### src/rtl/pinint_pkg.sv
package pinint_pkg;

    // Per-channel tracker states
    typedef enum logic [2:0] {
        CH_QUIET = 3'd0,
        CH_RISE  = 3'd1,
        CH_FALL  = 3'd2,
        CH_BOTH  = 3'd3,
        CH_LEVEL = 3'd4
    } ch_state_e;

    // Register word indices (byte offset / 4)
    localparam int unsigned W_MODE  = 0;
    localparam int unsigned W_REN   = 1;
    localparam int unsigned W_RSET  = 2;
    localparam int unsigned W_RCLR  = 3;
    localparam int unsigned W_FEN   = 4;
    localparam int unsigned W_FSET  = 5;
    localparam int unsigned W_FCLR  = 6;
    localparam int unsigned W_RSTAT = 7;
    localparam int unsigned W_FSTAT = 8;
    localparam int unsigned W_IST   = 9;

endpackage

### src/rtl/pinint_sync.sv
module pinint_sync #(
    parameter int unsigned N_CH   = 8,
    parameter int unsigned STAGES = 2
) (
    input  logic            clk,
    input  logic            rst_n,
    input  logic [N_CH-1:0] pin_in,
    output logic [N_CH-1:0] lvl,
    output logic [N_CH-1:0] rise_raw,
    output logic [N_CH-1:0] fall_raw
);

    logic [N_CH-1:0] stage_q [STAGES];
    logic [N_CH-1:0] prev_q;

    always_ff @(posedge clk or negedge rst_n) begin
        if (!rst_n) begin
            for (int k = 0; k < STAGES; k++) begin
                stage_q[k] <= '0;
            end
            prev_q <= '0;
        end else begin
            stage_q[0] <= pin_in;
            for (int k = 1; k < STAGES; k++) begin
                stage_q[k] <= stage_q[k-1];
            end
            prev_q <= stage_q[STAGES-1];
        end
    end

    assign lvl      = stage_q[STAGES-1];
    assign rise_raw = stage_q[STAGES-1] & ~prev_q;
    assign fall_raw = ~stage_q[STAGES-1] & prev_q;

endmodule

### src/rtl/pinint_chan.sv
module pinint_chan
    import pinint_pkg::*;
(
    input  logic clk,
    input  logic rst_n,
    input  logic lvl_mode,
    input  logic rise_hit,
    input  logic fall_hit,
    input  logic clr_rise,
    input  logic clr_fall,
    output logic rise_st,
    output logic fall_st
);

    ch_state_e state_q;
    ch_state_e state_d;
    logic      nxt_r;
    logic      nxt_f;

    // State register
    always_ff @(posedge clk or negedge rst_n) begin
        if (!rst_n) begin
            state_q <= CH_QUIET;
        end else begin
            state_q <= state_d;
        end
    end

    // Next state: a fresh capture outranks a clear in the same cycle
    always_comb begin
        nxt_r = (rise_st & ~clr_rise) | rise_hit;
        nxt_f = (fall_st & ~clr_fall) | fall_hit;
        if (lvl_mode) begin
            state_d = CH_LEVEL;
        end else begin
            unique case ({nxt_r, nxt_f})
                2'b00:   state_d = CH_QUIET;
                2'b10:   state_d = CH_RISE;
                2'b01:   state_d = CH_FALL;
                default: state_d = CH_BOTH;
            endcase
        end
    end

    // Outputs decoded from the state
    always_comb begin
        unique case (state_q)
            CH_RISE:  begin rise_st = 1'b1; fall_st = 1'b0; end
            CH_FALL:  begin rise_st = 1'b0; fall_st = 1'b1; end
            CH_BOTH:  begin rise_st = 1'b1; fall_st = 1'b1; end
            CH_LEVEL: begin rise_st = 1'b0; fall_st = 1'b0; end
            default:  begin rise_st = 1'b0; fall_st = 1'b0; end
        endcase
    end

endmodule

### src/rtl/pinint_regs.sv
module pinint_regs
    import pinint_pkg::*;
#(
    parameter int unsigned N_CH = 8,
    parameter int unsigned AW   = 6,
    parameter int unsigned DW   = 32
) (
    input  logic            clk,
    input  logic            rst_n,
    input  logic            bus_en,
    input  logic            bus_we,
    input  logic [AW-1:0]   bus_addr,
    input  logic [DW-1:0]   bus_wdata,
    input  logic [N_CH-1:0] rise_st,
    input  logic [N_CH-1:0] fall_st,
    input  logic [N_CH-1:0] irq_vec,
    output logic [N_CH-1:0] mode_q,
    output logic [N_CH-1:0] en_r_q,
    output logic [N_CH-1:0] en_f_q,
    output logic [N_CH-1:0] clr_rise,
    output logic [N_CH-1:0] clr_fall,
    output logic [DW-1:0]   bus_rdata
);

    localparam int unsigned IDX_W = AW - 2;

    logic [IDX_W-1:0] idx;
    logic             acc;
    logic             wr;
    logic [N_CH-1:0]  wd;
    logic [N_CH-1:0]  rd_small;
    logic             unused_wdata;

    assign idx          = bus_addr[AW-1:2];
    assign acc          = bus_en && (bus_addr[1:0] == 2'b00);
    assign wr           = acc && bus_we;
    assign wd           = bus_wdata[N_CH-1:0];
    assign unused_wdata = ^bus_wdata[DW-1:N_CH];

    always_ff @(posedge clk or negedge rst_n) begin
        if (!rst_n) begin
            mode_q <= '0;
            en_r_q <= '0;
            en_f_q <= '0;
        end else if (wr) begin
            unique case (idx)
                IDX_W'(W_MODE): mode_q <= wd;
                IDX_W'(W_RSET): en_r_q <= en_r_q | wd;
                IDX_W'(W_RCLR): en_r_q <= en_r_q & ~wd;
                IDX_W'(W_FSET): en_f_q <= en_f_q | wd;
                IDX_W'(W_FCLR): en_f_q <= en_f_q & ~wd;
                default: ;
            endcase
        end
    end

    always_comb begin
        clr_rise = '0;
        clr_fall = '0;
        if (wr) begin
            if (idx == IDX_W'(W_RSTAT) || idx == IDX_W'(W_IST)) clr_rise = wd;
            if (idx == IDX_W'(W_FSTAT) || idx == IDX_W'(W_IST)) clr_fall = wd;
        end
    end

    always_comb begin
        rd_small = '0;
        if (acc && !bus_we) begin
            unique case (idx)
                IDX_W'(W_MODE):  rd_small = mode_q;
                IDX_W'(W_REN):   rd_small = en_r_q;
                IDX_W'(W_FEN):   rd_small = en_f_q;
                IDX_W'(W_RSTAT): rd_small = rise_st;
                IDX_W'(W_FSTAT): rd_small = fall_st;
                IDX_W'(W_IST):   rd_small = irq_vec;
                default:         rd_small = '0;
            endcase
        end
    end

    assign bus_rdata = {{(DW-N_CH){1'b0}}, rd_small};

endmodule

### src/rtl/pinint_top.sv
module pinint_top #(
    parameter int unsigned N_CH        = 8,
    parameter int unsigned AW          = 6,
    parameter int unsigned DW          = 32,
    parameter int unsigned SYNC_STAGES = 2
) (
    input  logic            clk,
    input  logic            rst_n,
    input  logic            bus_en,
    input  logic            bus_we,
    input  logic [AW-1:0]   bus_addr,
    input  logic [DW-1:0]   bus_wdata,
    output logic [DW-1:0]   bus_rdata,
    input  logic [N_CH-1:0] pin_in,
    output logic [N_CH-1:0] irq_out
);

    logic [N_CH-1:0] lvl;
    logic [N_CH-1:0] rise_raw;
    logic [N_CH-1:0] fall_raw;
    logic [N_CH-1:0] rise_hit;
    logic [N_CH-1:0] fall_hit;
    logic [N_CH-1:0] mode_q;
    logic [N_CH-1:0] en_r_q;
    logic [N_CH-1:0] en_f_q;
    logic [N_CH-1:0] clr_rise;
    logic [N_CH-1:0] clr_fall;
    logic [N_CH-1:0] rise_st;
    logic [N_CH-1:0] fall_st;

    pinint_sync #(.N_CH(N_CH), .STAGES(SYNC_STAGES)) u_sync (
        .clk      (clk),
        .rst_n    (rst_n),
        .pin_in   (pin_in),
        .lvl      (lvl),
        .rise_raw (rise_raw),
        .fall_raw (fall_raw)
    );

    pinint_regs #(.N_CH(N_CH), .AW(AW), .DW(DW)) u_regs (
        .clk       (clk),
        .rst_n     (rst_n),
        .bus_en    (bus_en),
        .bus_we    (bus_we),
        .bus_addr  (bus_addr),
        .bus_wdata (bus_wdata),
        .rise_st   (rise_st),
        .fall_st   (fall_st),
        .irq_vec   (irq_out),
        .mode_q    (mode_q),
        .en_r_q    (en_r_q),
        .en_f_q    (en_f_q),
        .clr_rise  (clr_rise),
        .clr_fall  (clr_fall),
        .bus_rdata (bus_rdata)
    );

    // Edge capture only in edge mode and only when enabled
    assign rise_hit = rise_raw & en_r_q & ~mode_q;
    assign fall_hit = fall_raw & en_f_q & ~mode_q;

    for (genvar i = 0; i < N_CH; i++) begin : g_ch
        pinint_chan u_chan (
            .clk      (clk),
            .rst_n    (rst_n),
            .lvl_mode (mode_q[i]),
            .rise_hit (rise_hit[i]),
            .fall_hit (fall_hit[i]),
            .clr_rise (clr_rise[i]),
            .clr_fall (clr_fall[i]),
            .rise_st  (rise_st[i]),
            .fall_st  (fall_st[i])
        );

        // Level: live match against polarity; edge: any latched edge
        assign irq_out[i] = mode_q[i] ? ((lvl[i] ~^ en_f_q[i]) & en_r_q[i])
                                      : (rise_st[i] | fall_st[i]);
    end

endmodule

### config.mk
export PLATFORM = sky130hd
export DESIGN_NAME = pinint_top
export DESIGN_NICKNAME = d
export VERILOG_FILES = /design/src/rtl/pinint_pkg.sv /design/src/rtl/pinint_sync.sv /design/src/rtl/pinint_chan.sv /design/src/rtl/pinint_regs.sv /design/src/rtl/pinint_top.sv
export SDC_FILE = /design/constraint.sdc
export NUM_CORES = 1
export LEC_CHECK = 0
export BUFFER_PORTS_ARGS = -buffer_cell sky130_fd_sc_hd__buf_4
export CAP_MARGIN = 20
export CORE_ASPECT_RATIO = 2
export CORE_UTILIZATION = 29
export DETAILED_ROUTE_END_ITERATION = 12
export SYNTH_ARGS = -nofsm -noshare
export SYNTH_HDL_FRONTEND = slang
export SYNTH_SLANG_ARGS = --single-unit
### constraint.sdc
create_clock -name clk -period 1.4 [get_ports clk]
set_clock_uncertainty 0.15 [all_clocks]
set_input_delay 0.14 -clock clk [delete_from_list [all_inputs] [get_ports clk]]
set_output_delay 0.14 -clock clk [all_outputs]
set_load 0.005 [all_outputs]
Word-level counts from Yosys, hierarchy flattened:

Cells that the tools add are included.

* bits in registers: 72
* input port bits: 50
* word-level logic and storage cells: 234

* equal/unequal tests: 49
* multiplexer cells: 48
* bitwise gates (word level): 86
* reductions and logical operators: 37

Operator list (count)
* AND 8 bit: 8
* equality test 3 x 2 -> 1 bit (second input constant): 16
* one-hot mux 2 bit (3 select lines): 8
* one-hot mux 8 bit (6 select lines): 1
* two-way mux 8 bit: 5
* NOT 8 bit: 4
* one-hot mux 8 bit (2 select lines): 2
* OR reduction 2 bit: 16
* AND 1 bit: 24
* equality test 3 x 1 -> 1 bit (second input constant): 8
* two-way mux 1 bit: 24
* two-way mux 3 bit: 8
* bitwise OR 1 bit: 24
* zero test 2 bit: 9
* equality test 2 x 1 -> 1 bit (second input constant): 8
* equality test 2 bit (second input constant): 8
* equality test 4 x 3 -> 1 bit (second input constant): 4
* NOT 1 bit: 16
* bitwise OR 8 bit: 2
* equality test 4 x 2 -> 1 bit (second input constant): 2
* equality test 4 bit (second input constant): 2
* bitwise XNOR 1 bit: 8
* AND reduction 2 bit: 3
* equality test 4 x 1 -> 1 bit (second input constant): 1
* 5 further kinds: 9

Logic depth before layout (Yosys ltp):

Gate-level depths: netlist of run 1.

* depth after elaboration: 10
* depth in mapped cells: 6
* mapped depth without buffers: 4

By module:

From an unflattened synthesis of run 1, not the netlist that was laid out.

* cell total of the unflattened synthesis: 395
* area total of the unflattened synthesis: 3976.3 um^2

Modules (own cells, without submodules)
* pinint_regs: times used 1, cells each 203, area each 1904.3 um^2, sequential area each 600.6 um^2
* pinint_chan: times used 8, cells each 10, area each 121.4 um^2, sequential area each 75.1 um^2
* pinint_sync: times used 1, cells each 48, area each 800.8 um^2, sequential area each 600.6 um^2
* pinint_top: times used 1, cells each 64, area each 300.3 um^2, sequential area each 0.0 um^2

Worst setup path after synthesis of run 1:

Ideal clock, no wire load.

* path kind: input-to-output
* from: input bus_addr[4]
* to: output bus_rdata[0]
* data arrival time: 1.223 ns
* path slack: -0.113 ns
* stages: 6
* buffers on the path: 2
* cell sequence: buf_2 -> nor3b_4 -> and2_1 -> buf_4 -> nand2_1 -> a41oi_1

* word-level cells in the longest chain between the ends: 3
* elaborated cells on any way between the ends: 8
* classes of those cells: eq/ne: 5; mux: 2; reduce/logical: 1

RTL lines
* start: declaration: RTL line pinint_top.sv:11 `input logic [AW-1:0] bus_addr,`
* equality test 4 bit, or another cell as far along: RTL line pinint_regs.sv:69 `unique case (idx)`
* one-hot mux 8 bit (6 select lines) *: RTL line pinint_regs.sv:69
* two-way mux 8 bit *: RTL line pinint_regs.sv:68 `if (acc && !bus_we) begin`
* end: declaration: RTL line pinint_top.sv:13 `output logic [DW-1:0] bus_rdata,`

Mark *: on every way between the ends. The rest lies on a longest branch, timed or not.

==> impl_metrics.csv, run 1 <==
group,metric,value,unit
setup_path,slowest_stage,"dfrtp_1",
synthesis,synth_seq_cells,72,
clocking,cts_tree,"done",
setup_path,reg2reg_depth,5,
timing,finalCriticalPeriod,1850,ps
floorplan,io_pins,90,
floorplan,row_count,57,
drt,viasPerCell,4.86,
clocking,clk_path_buf_depth,2,
drt,vias,3107,
synthesis,synth_area_leaders,"dfrtp_1 (50%), buf_4 (5.7%), mux2_1 (4.4%)",
grt,antenna_found_initial,0,
synthesis,ys.flop_type,"dfrtp_1",
place,place_ws,-259,ps
synthesis,netlist_area,3590,µm²
grt,gr-total-overflow,0,
floorplan,die_w,80.6,µm
timing,hold_viol_final,0,
clocking,clk_latency,330,ps
layout,antenna_cells,0,
status,status,"finished, violations left",
place,dpl.hpwl,7.63,mm
layout,final_cell_mix,"buf_4 (125), dfrtp_1 (68), inv_1 (30)",
setup_path,path_max_fanout,3,
timing,fin_ws,-447,ps
min_path,hold_class,"in -> reg",
pwr,max-vdd-ir-drop,0.704,mV
timing,rsz0062_at_grt,"true",
timing,drv_slew,0,
pwr,p_leak,2.69,nW
setup_path,slowest_delay,410,ps
synthesis,syn_inst,328,
grt,use_met1,18.2,%
min_path,hold_path_depth,3,
floorplan,initial_core_util,29.6,%
grt,use_met3,3.27,%
setup_path,path_class,"reg -> out",
drt,drt_iter0_markers,159,
drt,ant_nets,0,
synthesis,synth.top_cell.area_share,50.2,%
clocking,root_buffer,"clkbuf_16",
grt,grt_pass1_wl,16.4,mm
timing,worst_hold_slack,75.9,ps
timing,setup_viol,16,
synthesis,synth_edf_count,0,
setup_path,path_cells,"buf_6 -> mux2_4 -> a32oi_2 -> a31oi_1 -> buf_4",
timing,max_freq,542,MHz
drt,drcViolationCount,0,
setup_path,cp_data_arrival_time,1560,ps
grt,grt_max_degree,29,
layout,syn2layout_area_growth,54.6,%
place,port_buffers,41,
drt,wl_per_cell,16.1,µm
drt,first_pass_iters,6,
timing,final.period_utilization,132,%
grt,grt_usage,17.2,%
drt,wirelength,10.3,mm
synthesis,ys_seq_area_share,50.2,%
floorplan,fp.dieH,159,µm
clocking,htreeDepth,3,
clocking,cts_inserted_buffers,9,
clocking,cts.sinks,72,
synthesis,async_flop_share,100,%
synthesis,avgSynthCellArea,10.9,µm²
layout,fin_util,45.7,%
synthesis,synth_cell_types,45,
setup_path,reg2reg_from,"u_sync.lvl[4]",
grt,met2_usage,29.7,%
status,violations,"setup timing",
grt,grt_pass1_vias,3354,
layout,final_common_cell,"buf_4",
setup_path,ff2ff_setup_slack,60,ps
setup_path,cp.required,1110,ps
synthesis,yosysTopAreaCell,"dfrtp_1",
layout,num-nets-final,537,
grt,busiest_layer,"met2",
layout,n_fill_cell,1109,
floorplan,dieArea,12800,µm²
setup_path,start_kind,"register",
job,drv_cap,0,
min_path,min_from,"bus_addr[2]",
clocking,clk_pin_slew,60,ps
pwr,p_per_area,1270,nW/µm²
floorplan,core,12100,µm²
layout,layout-drive-gt1-share,42.9,%
setup_path,r2r-end,"g_ch[4].u_chan.state_q[0]",
synthesis,yosysWarnings,0,
place,gp_congestion,0.872,
setup_path,critPathCaptureType,"primary output",
-- cells in the mapped netlist, types with 2 or more instances --
cell type and instances:
mux2_1 14, and4b_1 2, o32ai_1 8, a211o_1 3
or3_1 3, a31o_1 2, a21oi_1 19, nor2b_1 4
dfrtp_1 72, inv_1 30, buf_2 4, and3_1 3
nand3b_1 3, buf_6 3, a31oi_1 15, nand2b_1 4
and3b_1 2, nand3_1 6, a32oi_1 11, buf_4 27
a2111o_1 3, nor2_1 20, a311oi_1 2, and2_1 2
o41ai_1 3, a41oi_1 2, a22o_1 2, xor2_1 8
nand2_1 22, a2111oi_4 2, a22oi_1 4, mux2i_1 8
clkbuf_1 2, nor3b_4 2
-- timing repair --
action / 4_1_cts / 5_1_grt
setup buffers: 14 / 4
hold endpoints to repair: 107 / 0
hold buffers: 17 / 0
pin swaps: 22 / 9
gates resized for setup: 37 / 21
endpoints found under the setup margin: 17 / 16
-- routing by layer --
metal / vias to the layer above / share of wire (%)
met4: 0 / 5.4
met5: - / 0
met1: 1512 / 37
li1: 1447 / -
met3: 36 / 4.4
met2: 112 / 53
-- where the power goes --
group | internal (mW) | leakage (nW) | switching [mW]
Combinational | 1.19 | 1.67 | 0.804
Sequential | 2.35 | 0.863 | 0.216
Clock | 1.60 | 0.158 | 0.860
Total | 5.15 | 2.69 | 1.88
-- worst max-delay path: cells and delay by family, from the launching register on --
family          cells  cell delay, ps
compound gates      2             300
buf+inv             2             280
flops               1             410
mux                 1             250
-- layout make-up --
cell class | instances | area (µm²) | area share, %
clock buffers | 10 | 239 | 4.31
inverters | 30 | 113 | 2.03
clock inverters | 6 | 82.6 | 1.49
multi-input cells | 213 | 1770 | 31.9
well taps | 147 | 184 | 3.32
flip-flops and latches | 72 | 1810 | 32.6
repair buffers | 161 | 1350 | 24.3
-- per-stage QoR --
| step | TNS (ps) | power (mW) | std cells | instance area, µm² |
|---|---|---|---|---|
| 3_3_place_gp | -6190 | 4.18 | 600 | 4710 |
| 6_report | -4920 | 7.03 | 639 | 5550 |
| 3_5_place_dp | -6420 | 4.22 | 600 | 4710 |
| 2_1_floorplan | -154 | 3.29 | 351 | 3740 |
| 4_1_cts | -5370 | 6.99 | 639 | 5420 |
| 5_1_grt | -5960 | 7.36 | 639 | 5550 |
-- how the worst max path moves through the flow --
stage,slack (ps),startpoint,endpoint
2_1_floorplan,-30,bus_addr[4],bus_rdata[4]
3_3_place_gp,-250,bus_addr[2],bus_rdata[1]
3_5_place_dp,-260,bus_addr[4],bus_rdata[7]
4_1_cts,-460,register,bus_rdata[1]
5_1_grt,-520,u_sync.lvl[3],bus_rdata[3]
6_report,-450,register,bus_rdata[5]
-- logic make-up (layout without fill, tap and decap cells) --
logic type      Yosys count  in the layout  synth area share, %
buf+inv                  66            207                 10.5
simple gates             79             79                 12.9
compound gates           80             80                 17.7
xor+xnor                  8              8                 1.95
mux                      22             22                 6.63
flops                    72             72                 50.2
other cells               1             24                0.105
Note: power is estimated with default switching activity, not from simulation.
==> run 2, diff against run 1 <==
--- a/config.mk
+++ b/config.mk
@@ -5,10 +5,11 @@
 export SDC_FILE = /design/constraint.sdc
 export NUM_CORES = 1
 export LEC_CHECK = 0
+export ABC_AREA = 1
 export BUFFER_PORTS_ARGS = -buffer_cell sky130_fd_sc_hd__buf_4
 export CAP_MARGIN = 20
 export CORE_ASPECT_RATIO = 2
-export CORE_UTILIZATION = 29
+export CORE_UTILIZATION = 30
 export DETAILED_ROUTE_END_ITERATION = 12
 export SYNTH_ARGS = -nofsm -noshare
 export SYNTH_HDL_FRONTEND = slang
==> impl_metrics.csv, run 2 <==
group,metric,value,unit
setup_path,cp_data_arrival_time,1420,ps
drt,viasPerCell,4.67,
pwr,switchingPower,1.49,mW
synthesis,synth_top_family_by_area,"simple AND/OR/NAND/NOR gates",
place,dp_cells,716,
drt,first_pass_iters,4,
grt,grt_usage,18.8,%
layout,layout-drive-gt1-share,37.5,%
status,status,"finished, violations left",
floorplan,die_w,80.2,µm
synthesis,synthSimpleGateAreaFrac,31.8,%
synthesis,synth.mux.area_fraction,0,%
pwr,p_per_area,1050,nW/µm²
drt,drcViolationCount,0,
timing,drv_slew,0,
timing,max_freq,586,MHz
layout,syn2layout_area_growth,55.4,%
min_path,hold_class,"in -> async",
pwr,finalPower,5.98,mW
grt,grt_pass1_wl,17.9,mm
pwr,max-vdd-ir-drop,0.652,mV
layout,finalNonFillerCells,806,
timing,final.period_utilization,122,%
synthesis,ys.flop_type,"dfrtp_1",
grt,gr-total-overflow,0,
setup_path,cp.required,1110,ps
setup_path,start_kind,"register",
drt,top_layer,"met4",
synthesis,synth_cell_types,21,
synthesis,synth.top_cell.area_share,49.0,%
setup_path,critPathCaptureType,"primary output",
setup_path,reg2reg_depth,10,
synthesis,synth_edf_count,0,
grt,grt_pass1_vias,3934,
timing,final.setup.tns,-3790,ps
setup_path,path_class,"reg -> out",
pwr,p_seq_share,40.3,%
drt,wl_per_cell,13.9,µm
synthesis,synthXorXnorAreaFrac,0,%
pwr,p_leak,2.73,nW
clocking,cts_inserted_buffers,9,
setup_path,cp-endpoint,"bus_rdata[4]",
grt,grt_max_degree,62,
layout,antenna_cells,0,
floorplan,initial_core_util,31.0,%
clocking,root_buffer,"clkbuf_16",
timing,fin_ws,-307,ps
status,violations,"setup timing",
synthesis,synth_compound_area_share,7.60,%
floorplan,dieArea,12700,µm²
drt,drt_iter0_markers,248,
drt,wirelength,11.2,mm
layout,final_common_cell,"nand2_1",
drt,met3_length,498,µm
clocking,clk_path_buf_depth,2,
synthesis,syn_inst,484,
drt,met2_length,5.94,mm
timing,hold_viol_final,0,
setup_path,path_max_fanout,4,
synthesis,async_flop_share,100,%
timing,slew_headroom,65.0,%
clocking,htreeDepth,3,
drt,vias,3760,
job,drv_cap,0,
synthesis,synth-adder-area-share,0,%
pwr,combPwrFrac,16.2,%
timing,finalCriticalPeriod,1710,ps
synthesis,ys_seq_area_share,49.0,%
synthesis,avgSynthCellArea,7.59,µm²
floorplan,row_count,56,
drt,wl_met1,4.21,mm
synthesis,yosysTopAreaCell,"dfrtp_1",
place,gp_congestion,0.867,
timing,rsz0062_at_grt,"true",
floorplan,core,11800,µm²
synthesis,yosysMostFrequentCell,"nand2_1",
place,port_buffers,41,
synthesis,netlist_area,3670,µm²
pwr,p_int,4.49,mW
clocking,cts.sinks,72,
layout,num-nets-final,706,
floorplan,io_pins,90,
floorplan,fp.dieH,158,µm
timing,tightest_slew,525,ps
drt,ant_nets,0,
clocking,cts_tree,"done",
clocking,clk_latency,340,ps
clocking,clk_pin_slew,60,ps
grt,antenna_found_initial,0,
synthesis,synth_seq_cells,72,
pwr,p_sw_share,24.9,%
synthesis,synthTopCellsByCount,"nand2_1 (139), dfrtp_1 (72), inv_1 (56), nor2_1 (54), nand3_1 (48)",
timing,setup_viol,18,
synthesis,yosysWarnings,0,
synthesis,synth_area_leaders,"dfrtp_1 (49%), nand2_1 (14%), nand3_1 (6.5%)",
layout,final_cell_mix,"nand2_1 (126), buf_4 (100), dfrtp_1 (70)",
place,dpl.hpwl,7.54,mm
setup_path,ff2ff_setup_slack,-200,ps
pwr,clock_power_share,43.5,%
## run 2: cell types whose count changed after synthesis, sizes merged, moves of 12 or more
cell,change
nand2,+118
a21oi,+23
nand3,+43
a31oi,-15
nor2,+43
mux2,-14
inv,+29
o21ai,+12
## run 2: area by class of cell
| cell class | instances | area (µm²) |
|---|---|---|
| timing repair buffer | 165 | 1480 |
| inverter | 59 | 221 |
| multi-input combinational | 349 | 1690 |
| sequential | 72 | 1800 |
| clock buffer | 10 | 229 |
| tap | 145 | 181 |
| fill | 1128 | 6130 |
| clock inverter | 6 | 108 |
## run 2: how the worst min path moves through the flow
stage,endpoint,slack (ps)
after floorplan,async pin,-310
after global placement,u_sync.stage_q[12],-160
after detailed placement,u_sync.stage_q[12],-160
after CTS,u_sync.stage_q[8],30
after global routing,g_ch[4].u_chan.state_q[2],50
final,g_ch[4].u_chan.state_q[2],30
## run 2: logic make-up (layout without fill, tap and decap cells)
family,count (synthesis),after routing
other,1,24
and+or+nand+nor,270,270
AOI/OAI and AO/OA,55,55
buffers and inverters,86,240
DFF,72,72
## run 2: worst max-delay path: stages, from the launching register on
cell and delay (ps):
dfrtp_1 430, inv_2 70, nand2_1 60, nand4_1 90, nand2_2 110, nand2_2 60
a21oi_2 150, buf_4 120
## run 2: per-stage QoR
| stage | worst slack (ps) | hold slack, ps | cell area (µm²) | util [%] |
|---|---|---|---|---|
| 2_1_floorplan | 217 | -306 | 3760 | - |
| 3_3_place_gp | -223 | -162 | 4450 | 37.6 |
| 3_5_place_dp | -219 | -158 | 4450 | 37.6 |
| 4_1_cts | -303 | 28.9 | 5630 | 47.5 |
| 5_1_grt | -380 | 46.1 | 5710 | 48.2 |
| 6_report | -307 | 28.5 | 5710 | 48.2 |
## run 2: routing by layer
metal  global-route usage (%)  vias up
met5                        0        -
met2                     34.5      127
met4                     11.3        0
met1                     19.3     1759
met3                     3.32       48
li1                         -     1826
## run 2: power groups by stage
stage          combinational, mW  sequential [mW]  clock (mW)
3_5_place_dp               0.597             2.43           0
4_1_cts                    0.913             2.40        2.65
5_1_grt                     1.06             2.43        2.74
2_1_floorplan              0.333             2.38           0
6_report                   0.967             2.41        2.60
3_3_place_gp               0.589             2.42           0
## run 2: repair_timing
action,CTS,global route
resized for setup,73,49
cloned,0,0
setup endpoints to repair,16,24
hold endpoints to repair,98,0
pin swaps,31,21
hold buffers,18,0
buffers inserted,59,14
==> run 3, diff against run 2 <==
--- a/config.mk
+++ b/config.mk
@@ -8,7 +8,7 @@
 export ABC_AREA = 1
 export BUFFER_PORTS_ARGS = -buffer_cell sky130_fd_sc_hd__buf_4
 export CAP_MARGIN = 20
-export CORE_ASPECT_RATIO = 2
+export CORE_ASPECT_RATIO = 0.7
 export CORE_UTILIZATION = 30
 export DETAILED_ROUTE_END_ITERATION = 12
 export SYNTH_ARGS = -nofsm -noshare
==> impl_metrics.csv, run 3 (synthesis results as in run 2) <==
group,metric,value,unit
place,dpl.hpwl,7.45,mm
drt,drt_iter0_markers,284,
layout,final_cell_mix,"nand2_1 (122), buf_4 (113), dfrtp_1 (69)",
status,violations,"setup timing",
clocking,clk_path_buf_depth,2,
timing,rsz0062_at_grt,"true",
drt,wl_per_cell,14.1,µm
timing,final.period_utilization,122,%
floorplan,core,11800,µm²
layout,multi_input_area,1720,µm²
pwr,p_leak,2.80,nW
timing,max_freq,585,MHz
layout,fin_util,49.4,%
status,status,"finished, violations left",
grt,grt_max_degree,73,
drt,wirelength,11.6,mm
clocking,cts_inserted_buffers,9,
setup_path,start_kind,"register",
timing,hold_viol_final,0,
drt,drcViolationCount,0,
setup_path,path_max_fanout,4,
place,place_ws,-219,ps
drt,first_pass_iters,7,
floorplan,row_count,33,
min_path,hold_class,"in -> reg",
timing,drv_slew,0,
grt,grt_pass1_vias,3781,
floorplan,initial_core_util,31.1,%
grt,antenna_found_initial,0,
timing,finalCriticalPeriod,1710,ps
floorplan,die_w,134,µm
min_path,min_from,"bus_addr[0]",
drt,ant_nets,0,
grt,grt_pass1_wl,18.8,mm
clocking,cts_tree,"done",
floorplan,fp.dieH,94.6,µm
floorplan,io_pins,90,
clocking,cts.sinks,72,
drt,viasPerCell,4.62,
setup_path,critPathCaptureType,"primary output",
timing,slew_headroom,63.5,%
timing,fin_ws,-310,ps
setup_path,cp_data_arrival_time,1420,ps
clocking,clk_pin_slew,60,ps
layout,syn2layout_area_growth,58.8,%
pwr,max-vdd-ir-drop,0.533,mV
setup_path,path_class,"reg -> out",
grt,grt_usage,19.5,%
layout,fin_area,5830,µm²
place,placed_area,4510,µm²
layout,num-nets-final,713,
job,drv_cap,0,
setup_path,cp.required,1110,ps
clocking,clk_latency,340,ps
layout,n_fill_cell,1158,
timing,tightest_slew,548,ps
clocking,root_buffer,"clkbuf_16",
drt,vias,3814,
layout,layout-drive-gt1-share,39.8,%
floorplan,dieArea,12700,µm²
layout,final_common_cell,"nand2_1",
pwr,p_per_area,1070,nW/µm²
layout,seq_area,1810,µm²
clocking,htreeDepth,3,
grt,gr-total-overflow,0,
place,port_buffers,41,
place,gp_congestion,0.923,
timing,setup_viol,17,
layout,antenna_cells,0,
[run 3: timing repair]
action | CTS | global route
hold buffers | 18 | 0
setup endpoints to repair | 16 | 21
buffers inserted | 54 | 12
endpoints found under the hold margin | 98 | 0
pin swaps | 36 | 22
gates resized for setup | 80 | 45
[run 3: cell type report]
| cell class | instances | share of cell area [%] |
|---|---|---|
| Tap cell | 157 | 3.37 |
| Inverter | 59 | 3.80 |
| Multi-Input combinational cell | 349 | 29.6 |
| Clock inverter | 5 | 2.19 |
| Sequential cell | 72 | 30.9 |
| Timing Repair Buffer | 172 | 26.0 |
| Clock buffer | 11 | 4.16 |
[run 3: routing by layer]
metal / vias to the layer above / global-route usage [%] / routed length, µm
met1: 1794 / 25.9 / 5230
met5: - / 0 / 0
li1: 1841 / - / -
met3: 31 / 4.56 / 734
met4: 0 / 7.02 / 253
met2: 148 / 31.3 / 5390
[run 3: final timing paths]
| kind | end | slack, ps | cells after the start |
|---|---|---|---|
| min | register | 180 | 6 |
| min reg2reg | u_sync.lvl[6] | 200 | 0 |
| min in group asynchronous | u_sync.stage_q[14] | 200 | 3 |
| max reg2reg | register | -50 | 8 |
| max | bus_rdata[5] | -310 | 9 |
| max in group asynchronous | u_regs.mode_q[5] | 560 | 3 |
[run 3: critical path, stage by stage (launching register included)]
cell and delay (ps):
dfrtp_1 430, inv_2 90, nand2_2 50, nand3_2 90, nand2_2 60, nand2_1 50, nand3_1 70, nand2_1 80
inv_1 50, buf_6 100
[run 3: power by group]
part,leakage [nW],switching (mW),internal (mW)
clock network,0.176,0.887,1.97
logic,1.79,0.457,0.528
registers,0.837,0.176,2.24
[run 3: through the flow]
stage	cells	hold slack (ps)	total power, mW	TNS (ps)
final	825	180	6.26	-3740
after global routing	825	206	6.50	-4970
after CTS	820	179	6.21	-3270
after detailed placement	732	37.9	3.04	-2980
after global placement	732	34.0	3.02	-2120
after floorplan	507	-306	2.72	0
